--- src/rtl/uart_tfifo_pkg.sv ---
// Package: shared helpers for the triggered character queue.
// Assumes a queue depth of 64 so the fixed levels fit.
package uart_tfifo_pkg;

    // Fixed threshold chosen by the 2-bit selector, per direction.
    function automatic int unsigned sel_level(bit is_rx, logic [1:0] s);
        case (s)
            2'd0:    return 8;
            2'd1:    return 16;
            2'd2:    return is_rx ? 56 : 32;
            default: return is_rx ? 60 : 56;
        endcase
    endfunction

endpackage

--- src/rtl/uart_tfifo_store.sv ---
// Module: circular storage with occupancy counter and overrun flag.
// Assumes DEPTH is a power of two and cap never exceeds DEPTH.
// A clear empties the store and wins over push and pop in the same clock.
module uart_tfifo_store #(
    parameter int W     = 11,
    parameter int DEPTH = 64,
    localparam int PTR_W = $clog2(DEPTH),
    localparam int CNT_W = PTR_W + 1
) (
    input  logic             clk,
    input  logic             rst_n,
    input  logic             clear,
    input  logic             ovr_clr,
    input  logic [CNT_W-1:0] cap,
    input  logic             push,
    input  logic [W-1:0]     push_data,
    input  logic             pop,
    output logic [W-1:0]     pop_data,
    output logic [CNT_W-1:0] count,
    output logic             overrun
);
    logic [W-1:0]     mem [DEPTH];
    logic [PTR_W-1:0] wr_ptr;
    logic [PTR_W-1:0] rd_ptr;
    logic             do_pop;
    logic             do_push;

    // Accepted pop and push after the emptiness, capacity and clear checks.
    always_comb begin
        do_pop  = pop && (count != '0) && !clear;
        do_push = push && !clear && ((count < cap) || do_pop);
    end

    // Entry write; storage needs no reset.
    always_ff @(posedge clk) begin
        if (do_push) mem[wr_ptr] <= push_data;
    end

    // Pointer and occupancy bookkeeping.
    always_ff @(posedge clk) begin
        if (!rst_n || clear) begin
            wr_ptr <= '0;
            rd_ptr <= '0;
            count  <= '0;
        end else begin
            if (do_push) wr_ptr <= wr_ptr + PTR_W'(1);
            if (do_pop)  rd_ptr <= rd_ptr + PTR_W'(1);
            count <= count + CNT_W'(do_push) - CNT_W'(do_pop);
        end
    end

    // Registered read port, holding its value when nothing is popped.
    always_ff @(posedge clk) begin
        if (!rst_n)      pop_data <= '0;
        else if (do_pop) pop_data <= mem[rd_ptr];
    end

    // Sticky overrun: set by a dropped push, cleared by flush.
    always_ff @(posedge clk) begin
        if (!rst_n || ovr_clr)              overrun <= 1'b0;
        else if (push && !do_push && !clear) overrun <= 1'b1;
    end


    no_overflow_chk: assert property (@(posedge clk) disable iff (!rst_n)
        count <= cap);

    empty_pop_chk: assert property (@(posedge clk) disable iff (!rst_n)
        (pop && !push && count == '0 && !clear) |=> ($stable(pop_data) && count == '0));

    clear_empty_chk: assert property (@(posedge clk) disable iff (!rst_n)
        clear |=> (count == '0));

    overrun_cause_chk: assert property (@(posedge clk) disable iff (!rst_n)
        $rose(overrun) |-> $past(push && count == cap && !pop));
endmodule

--- src/rtl/uart_tfifo_thresh.sv ---
// Module: picks the active trigger threshold.
// A nonzero programmed value wins over the selector; the disabled mode forces 1.
module uart_tfifo_thresh #(
    parameter bit IS_RX  = 1'b1,
    parameter int CNT_W  = 7
) (
    input  logic             en,
    input  logic [1:0]       sel,
    input  logic [CNT_W-2:0] prog,
    output logic [CNT_W-1:0] thr
);
    import uart_tfifo_pkg::*;

    // Threshold priority: disabled, then programmed, then selected.
    always_comb begin
        if (!en)              thr = CNT_W'(1);
        else if (prog != '0)  thr = CNT_W'(prog);
        else                  thr = CNT_W'(sel_level(IS_RX, sel));
    end
endmodule

--- src/rtl/uart_tfifo.sv ---
// Module: triggered character queue for one serial direction.
// Assumes q_en changes only on clocks without push or pop; the mode change
// empties the queue and the new mode applies from the next clock.
module uart_tfifo #(
    parameter bit IS_RX = 1'b1,
    parameter int W     = 11,
    parameter int DEPTH = 64,
    localparam int PTR_W = $clog2(DEPTH),
    localparam int CNT_W = PTR_W + 1
) (
    input  logic             clk,
    input  logic             rst_n,
    input  logic             q_en,
    input  logic             flush,
    input  logic             push,
    input  logic [W-1:0]     push_data,
    input  logic             pop,
    output logic [W-1:0]     pop_data,
    input  logic [1:0]       thr_sel,
    input  logic [CNT_W-2:0] thr_prog,
    output logic [CNT_W-1:0] level,
    output logic             trig,
    output logic             ready,
    output logic             overrun
);
    logic             en_q;
    logic             mode_chg;
    logic [CNT_W-1:0] cap;
    logic [CNT_W-1:0] thr;

    // Registered enable state; the mode in force this clock.
    always_ff @(posedge clk) begin
        if (!rst_n) en_q <= 1'b0;
        else        en_q <= q_en;
    end

    // Mode-change detection and capacity of the current mode.
    always_comb begin
        mode_chg = (q_en != en_q);
        cap      = en_q ? CNT_W'(DEPTH) : CNT_W'(1);
    end

    uart_tfifo_store #(.W(W), .DEPTH(DEPTH)) u_store (
        .clk       (clk),
        .rst_n     (rst_n),
        .clear     (flush || mode_chg),
        .ovr_clr   (flush),
        .cap       (cap),
        .push      (push),
        .push_data (push_data),
        .pop       (pop),
        .pop_data  (pop_data),
        .count     (level),
        .overrun   (overrun)
    );

    uart_tfifo_thresh #(.IS_RX(IS_RX), .CNT_W(CNT_W)) u_thresh (
        .en   (en_q),
        .sel  (thr_sel),
        .prog (thr_prog),
        .thr  (thr)
    );

    generate
        if (IS_RX) begin : g_rx
            // Receive side: trigger on stored count, ready on any data.
            always_comb begin
                trig  = (level >= thr);
                ready = (level != '0);
            end
        end else begin : g_tx
            // Transmit side: trigger on free space, ready on any room.
            always_comb begin
                trig  = ((cap - level) >= thr);
                ready = (level < cap);
            end
        end
    endgenerate


    hold_mode_chk: assert property (@(posedge clk) disable iff (!rst_n)
        !en_q |-> (level <= CNT_W'(1)));

    mode_empty_chk: assert property (@(posedge clk) disable iff (!rst_n)
        mode_chg |=> (level == '0));
endmodule

--- config.mk ---
export PLATFORM = sky130hd
export DESIGN_NAME = uart_tfifo
export DESIGN_NICKNAME = d
export VERILOG_FILES = /design/src/rtl/uart_tfifo_pkg.sv /design/src/rtl/uart_tfifo_store.sv /design/src/rtl/uart_tfifo_thresh.sv /design/src/rtl/uart_tfifo.sv
export SDC_FILE = /design/constraint.sdc
export NUM_CORES = 1
export LEC_CHECK = 0
export CORE_AREA = 2 2 197 247
export DETAILED_ROUTE_END_ITERATION = 8
export DIE_AREA = 0 0 199 249
export PLACE_DENSITY = 0.9
export SETUP_SLACK_MARGIN = 0.15
export SLEW_MARGIN = 20
export SYNTH_ARGS = -nofsm -noshare
export SYNTH_HDL_FRONTEND = slang
export SYNTH_SLANG_ARGS = --single-unit
export TNS_END_PERCENT = 20
--- constraint.sdc ---
create_clock -name clk -period 4 [get_ports clk]
set_input_delay 1 -clock clk [delete_from_list [all_inputs] [get_ports clk]]
set_output_delay 1 -clock clk [all_outputs]
set_load 0.01 [all_outputs]
== Word-level counts from Yosys, hierarchy flattened ==
Memories as Yosys holds them, arrays and structs flattened. A register that Yosys moved wholly into a read port is not among the register bits.
Index checks and enable logic that the tools add are counted.

* Mux-type cells: 6
* Order comparisons: 2
* $add $sub $neg: 4
* Equality and inequality tests: 3
* Reductions and logical operators: 17

{| class="wikitable"
|+ Operators by type and width
! operator !! number
|-
| 7-bit two-way mux || 3
|-
| 6-bit case mux with 3 select lines || 1
|-
| 6-bit by 1-bit adder with 6-bit output (second input constant) || 2
|-
| 7-bit by 1-bit adder with 7-bit output || 1
|-
| 7-bit greater-or-equal comparator || 1
|-
| 7-bit less-than comparator || 1
|-
| 7-bit nonzero test || 1
|-
| 7-bit by 1-bit subtractor with 7-bit output || 1
|-
| 1-bit logical AND || 6
|-
| 6-bit nonzero test || 1
|-
| 1-bit zero test || 4
|-
| 1-bit logical OR || 4
|-
| 2-bit by 1-bit == test with 1-bit output (second input constant) || 1
|-
| 2-bit == test (second input constant) || 1
|-
| 2-bit zero test || 1
|-
| 1-bit two-way mux || 2
|-
| 1-bit != test || 1
|}

* Bits in registers: 21
* Input bits: 25
* Memory bits (writable): 704
* Word-level logic and storage cells: 38
* Output and inout bits: 21
* Memories kept: 1

{| class="wikitable"
|+ Memory list
! name !! words !! bits a word !! read ports !! clocked after memory_dff !! wr ports !! line !! source
|-
| u_store.mem || 64 || 11 || 1 || 1 || 1 || uart_tfifo_store.sv:22 || <nowiki>logic [W-1:0] mem [DEPTH];</nowiki>
|}

== Logic depth before layout (Yosys ltp) ==
* Depth in word-level cells: 9
* Mapped depth: 16
* Depth with buffers taken out: 15

== Hierarchy ==
From an unflattened synthesis, not the netlist that was laid out.

* Cells, all modules: 1500
* Area total of the unflattened synthesis: 28975.3 sq um

{| class="wikitable"
|+ By module, submodules not included
! module !! area an instance (sq um) !! cells an instance !! times used !! seq. area each (sq um)
|-
| uart_tfifo_store || 28622.5 || 1450 || 1 || 21760.9
|-
| uart_tfifo || 227.7 || 32 || 1 || 20.0
|-
| uart_tfifo_thresh || 125.1 || 18 || 1 || 0.0
|}

== Worst setup path after synthesis ==
Ideal clock, no wire load.

* Kind: input-to-output
* From: input port thr_prog[3]
* To: output port trig
* Path buffers: 0
* Data arrival time: 2689 ps
* Stages: 10
* Data required time: 3000 ps
* Setup slack: 311 ps
* Cells stage by stage: nor4_1 > nand2_1 > nor2_1 > and2_1 > o21ai_0 > ha_1 > a21o_1 > a21o_1 > a21o_1 > a211o_1

* Cells in the longest elaborated chain, start to end: 4

{| class="wikitable"
|+ RTL lines
! element !! line !! source
|-
| from (decl) || uart_tfifo.sv:20 || <nowiki>input logic [CNT_W-2:0] thr_prog,</nowiki>
|-
| 6-bit nonzero test || uart_tfifo_thresh.sv:17 || <nowiki>else if (prog != '0) thr = CNT_W'(prog);</nowiki>
|-
| 7-bit two-way mux * || uart_tfifo_thresh.sv:17 ||
|-
| 7-bit two-way mux * || uart_tfifo_thresh.sv:16 || <nowiki>if (!en) thr = CNT_W'(1);</nowiki>
|-
| 7-bit greater-or-equal comparator * || uart_tfifo.sv:68 || <nowiki>trig = (level >= thr);</nowiki>
|-
| to (decl) || uart_tfifo.sv:22 || <nowiki>output logic trig,</nowiki>
|}

Mark *: on every way between the ends. The rest lies on a longest branch, timed or not.

== Worst setup path in the final report ==
Same ends and word-level chain as after synthesis.

==> summary.md <==
| Metric | Value |
|---|---|
| Status | finished, final reports clean |
| Crit path from | thr_prog[3] |
| P_leak | 10.1 nW |
| H-tree lvl count | 3 |
| Relative slew margins | 17.7% |
| Vias | 16,122 |
| Synth Instances | 1,509 |
| I/O pin count | 46 |
| Die height | 249 um |
| DRC viols | 0 |
| DR WL/cell | about 31 um |
| Vias in the first global route | 16,162 |
| CTS Buf Count | 66 |
| Worst-path fanout max | 2 |
| Vias/cell | 6.90 |
| Total power | approximately 0.015 W |
| Global-route wire length before repair | around 110,000 um |
| Met1 Use GR | 37.5% |
| Met3 Use GR | 6.74% |
| Worst EP required | about 3.0 ns |
| Fin. Hold Viols | 0 |
| DRT antenna net count | 0 |
| Busiest layer in global routing | met2 |
| Post-route setup TNS | 0 ns |
| GRT Total Usage | 30.1% |
| Peak supply drop | 0.306 mV |
| RSZ-0062 raised after global routing | yes |
| GPL Wtd Cong | 0.881 |
| EDFF count, synth | 704 |
| CP Capture Type | output pin |
| Layout cells sized above 1 | 21.7% |
| Final Setup Violations | 0 |
| Mapped Nets | about 1,600 |
| Die X | a little under 200 um |
| Final wirelength | 72,700 um |
| ANT cells | 0 |
| Area share of the largest cell type after synthesis | 72.8% |
| Clk sinks | between 700 and 800 |
| Post-synthesis sequential area ratio | 75.0% |
| Buffers on Ports | 45 |
| TritonCTS clock tree | yes |
| Mapped cell area | 0.0290 mm^2 |
| Flops & latches, synth | 736 |
| Worst Tran Pin Value | 1.23 ns |
| R2R cell count | 15 |
| RR Endpoint | u_store.count[6] |
| Power per cell area | 454 mW/mm^2 |
| Commonest non-fill, non-tap cell in the layout | edfxtp_1 |
| Post-synth top flop | edfxtp_1 |
| DP HPWL | 41,700 um |
| Syn_area_per_cell | 19.2 um^2 |
| Yosys warnings | 0 |
| Worst min-delay path class | reg -> reg |
| Initial antenna violation count | 0 |
| Min Clock Period, post-route | approximately 4.0 ns |
| Hold WS | 0.545 ns |
| Fmax | around 0.25 GHz |
| Commonest cells after routing, fill and taps aside | edfxtp_1, mux2i_1, mux4_2 |
| Root buf cell | clkbuf_16 |
| Met2 Use GR | 48.2% |
| DR pass1 iterations | 8 |
| R2R Path Start | u_store.count[3] |
| Critical Path Start Type | input pin |
| Initial Utilization | 61.6% |
| Core Util, Final | 69.7% |
| Clk_skew | 0.0338 ns |
| Grt ovf | 0 |
| Drt initial violations | 2,290 |
| Worst skew pair latency | 0.60 ns |
| Post-CTS Hold Fix Bufs | 0 |
| Die footprint | between 0.04 and 0.05 mm^2 |
| Critical Path Sink | trig |
| Largest net degree at the start of global routing | 70 |
| CORE AREA | roughly 0.047 mm^2 |
| Fillers | around 2,600 |
| Crit path kind | in -> out |
| Dominant cells by area after synthesis | edfxtp_1, mux4_2, mux2i_1, dfxtp_1, nor2_1 |
| R2r setup slk | 0.49 ns |
| Clock transition at path regs | approximately 0.060 ns |
| Number of library cell types mapped by synthesis | 53 |
| P&R area growth vs syn | 13.2% |
| Final net count | around 1,700 |
| Worst EP arrival | 2.96 ns |
| Period Utilization, post-route | 99.0% |
| CTS Buffer Depth | 3 |
| Slew Limit Fails | 0 |
| FP Rows | 89 |
| Area leader, netlist | edfxtp_1 |
| Ys async rst share | 0% |
| Maxcap violations | 0 |
-- sequential cells by signal (all words and copies together) (netlist names) --
signal,count
u_store.mem,704
en_q,1
u_store.count,7
u_store.overrun,1
u_store.wr_ptr,6
u_store.pop_data,11
u_store.rd_ptr,6
-- how the worst min path moves through the flow --
stage | start | end | slack [ns] | cells past startpoint
3_3_place_gp | u_store.overrun | u_store.overrun | 0.51 | 2
4_1_cts | u_store.overrun | u_store.overrun | 0.54 | 2
3_5_place_dp | u_store.overrun | u_store.overrun | 0.52 | 2
6_report | u_store.overrun | u_store.overrun | 0.54 | 2
2_1_floorplan | u_store.rd_ptr[5] | u_store.rd_ptr[5] | 0.50 | 2
5_1_grt | u_store.pop_data[4] | u_store.pop_data[4] | 0.59 | 2
-- metal layers --
metal | wire length [um] | up-vias
li1 | - | 6408
met3 | 7880 | 308
met1 | 23900 | 8073
met5 | 0 | -
met4 | 5510 | 0
met2 | 35400 | 1333
-- cells by family after synthesis --
group	share of synthesized area (%)
DFF	75.0
muxes	14.6
xor gates and xnor gates	0.392
adders and majority gates	0.974
buffers and inverters	1.75
AOI/OAI and AO/OA	4.08
and+or+nand+nor	3.13
-- through the flow --
| stage | setup WS (ns) | cells | instance area [um^2] |
|---|---|---|---|
| final | 0.0385 | 2335 | 32900 |
| after global routing | -0.0429 | 2335 | 32900 |
| after CTS | 0.0893 | 2335 | 32800 |
| after detailed placement | -0.638 | 2217 | 30700 |
| after global placement | -0.666 | 2217 | 30700 |
| after floorplan | 0.311 | 1509 | 29000 |
-- synthesized netlist by cell type, types with 7 or more instances --
cell type / instances
ha_1: 21
o221ai_1: 14
nand3_1: 24
buf_4: 15
o21ai_0: 30
mux4_2: 122
dfxtp_1: 32
mux2_2: 7
o22ai_1: 19
nor2b_1: 7
edfxtp_1: 704
nor2_1: 88
xor2_1: 9
buf_2: 36
a221oi_1: 17
a21oi_1: 29
mux2i_1: 142
a211oi_1: 19
nand2_1: 38
clkbuf_1: 28
inv_1: 13
a22oi_1: 27
-- layout make-up --
type	instances	area, um^2	share of cell area [%]
Timing Repair Buffer	160	1340	4.08
Clock buffer	92	1880	5.71
Inverter	14	52.6	0.160
Tap cell	637	797	2.43
Sequential cell	736	21800	66.3
Multi-Input combinational cell	671	6770	20.6
Clock inverter	25	230	0.701
-- timing repair --
item	in CTS	in global routing
pin swaps	11	6
setup endpoints to repair	1	1
buffers inserted	1	0
endpoints found under the hold margin	0	0
resized for setup	26	9
-- critical path, stage by stage --
cell	delay, ns
buf_8	0.10
nor4_4	0.27
nand2_1	0.14
buf_4	0.15
buf_4	0.13
a21oi_2	0.11
o21ai_1	0.08
ha_1	0.28
a21o_1	0.18
a21o_1	0.15
a211o_1	0.25
buf_2	0.14
-- where the power goes --
group | switching, W | internal (W) | leakage [nW]
Combinational | 0.000183 | 0.0000546 | 2.48
Clock | 0.00268 | 0.00355 | 1.03
Sequential | 0.00000378 | 0.00843 | 6.59
Total | 0.00287 | 0.0120 | 10.1
(Power assumes the default switching activity.)
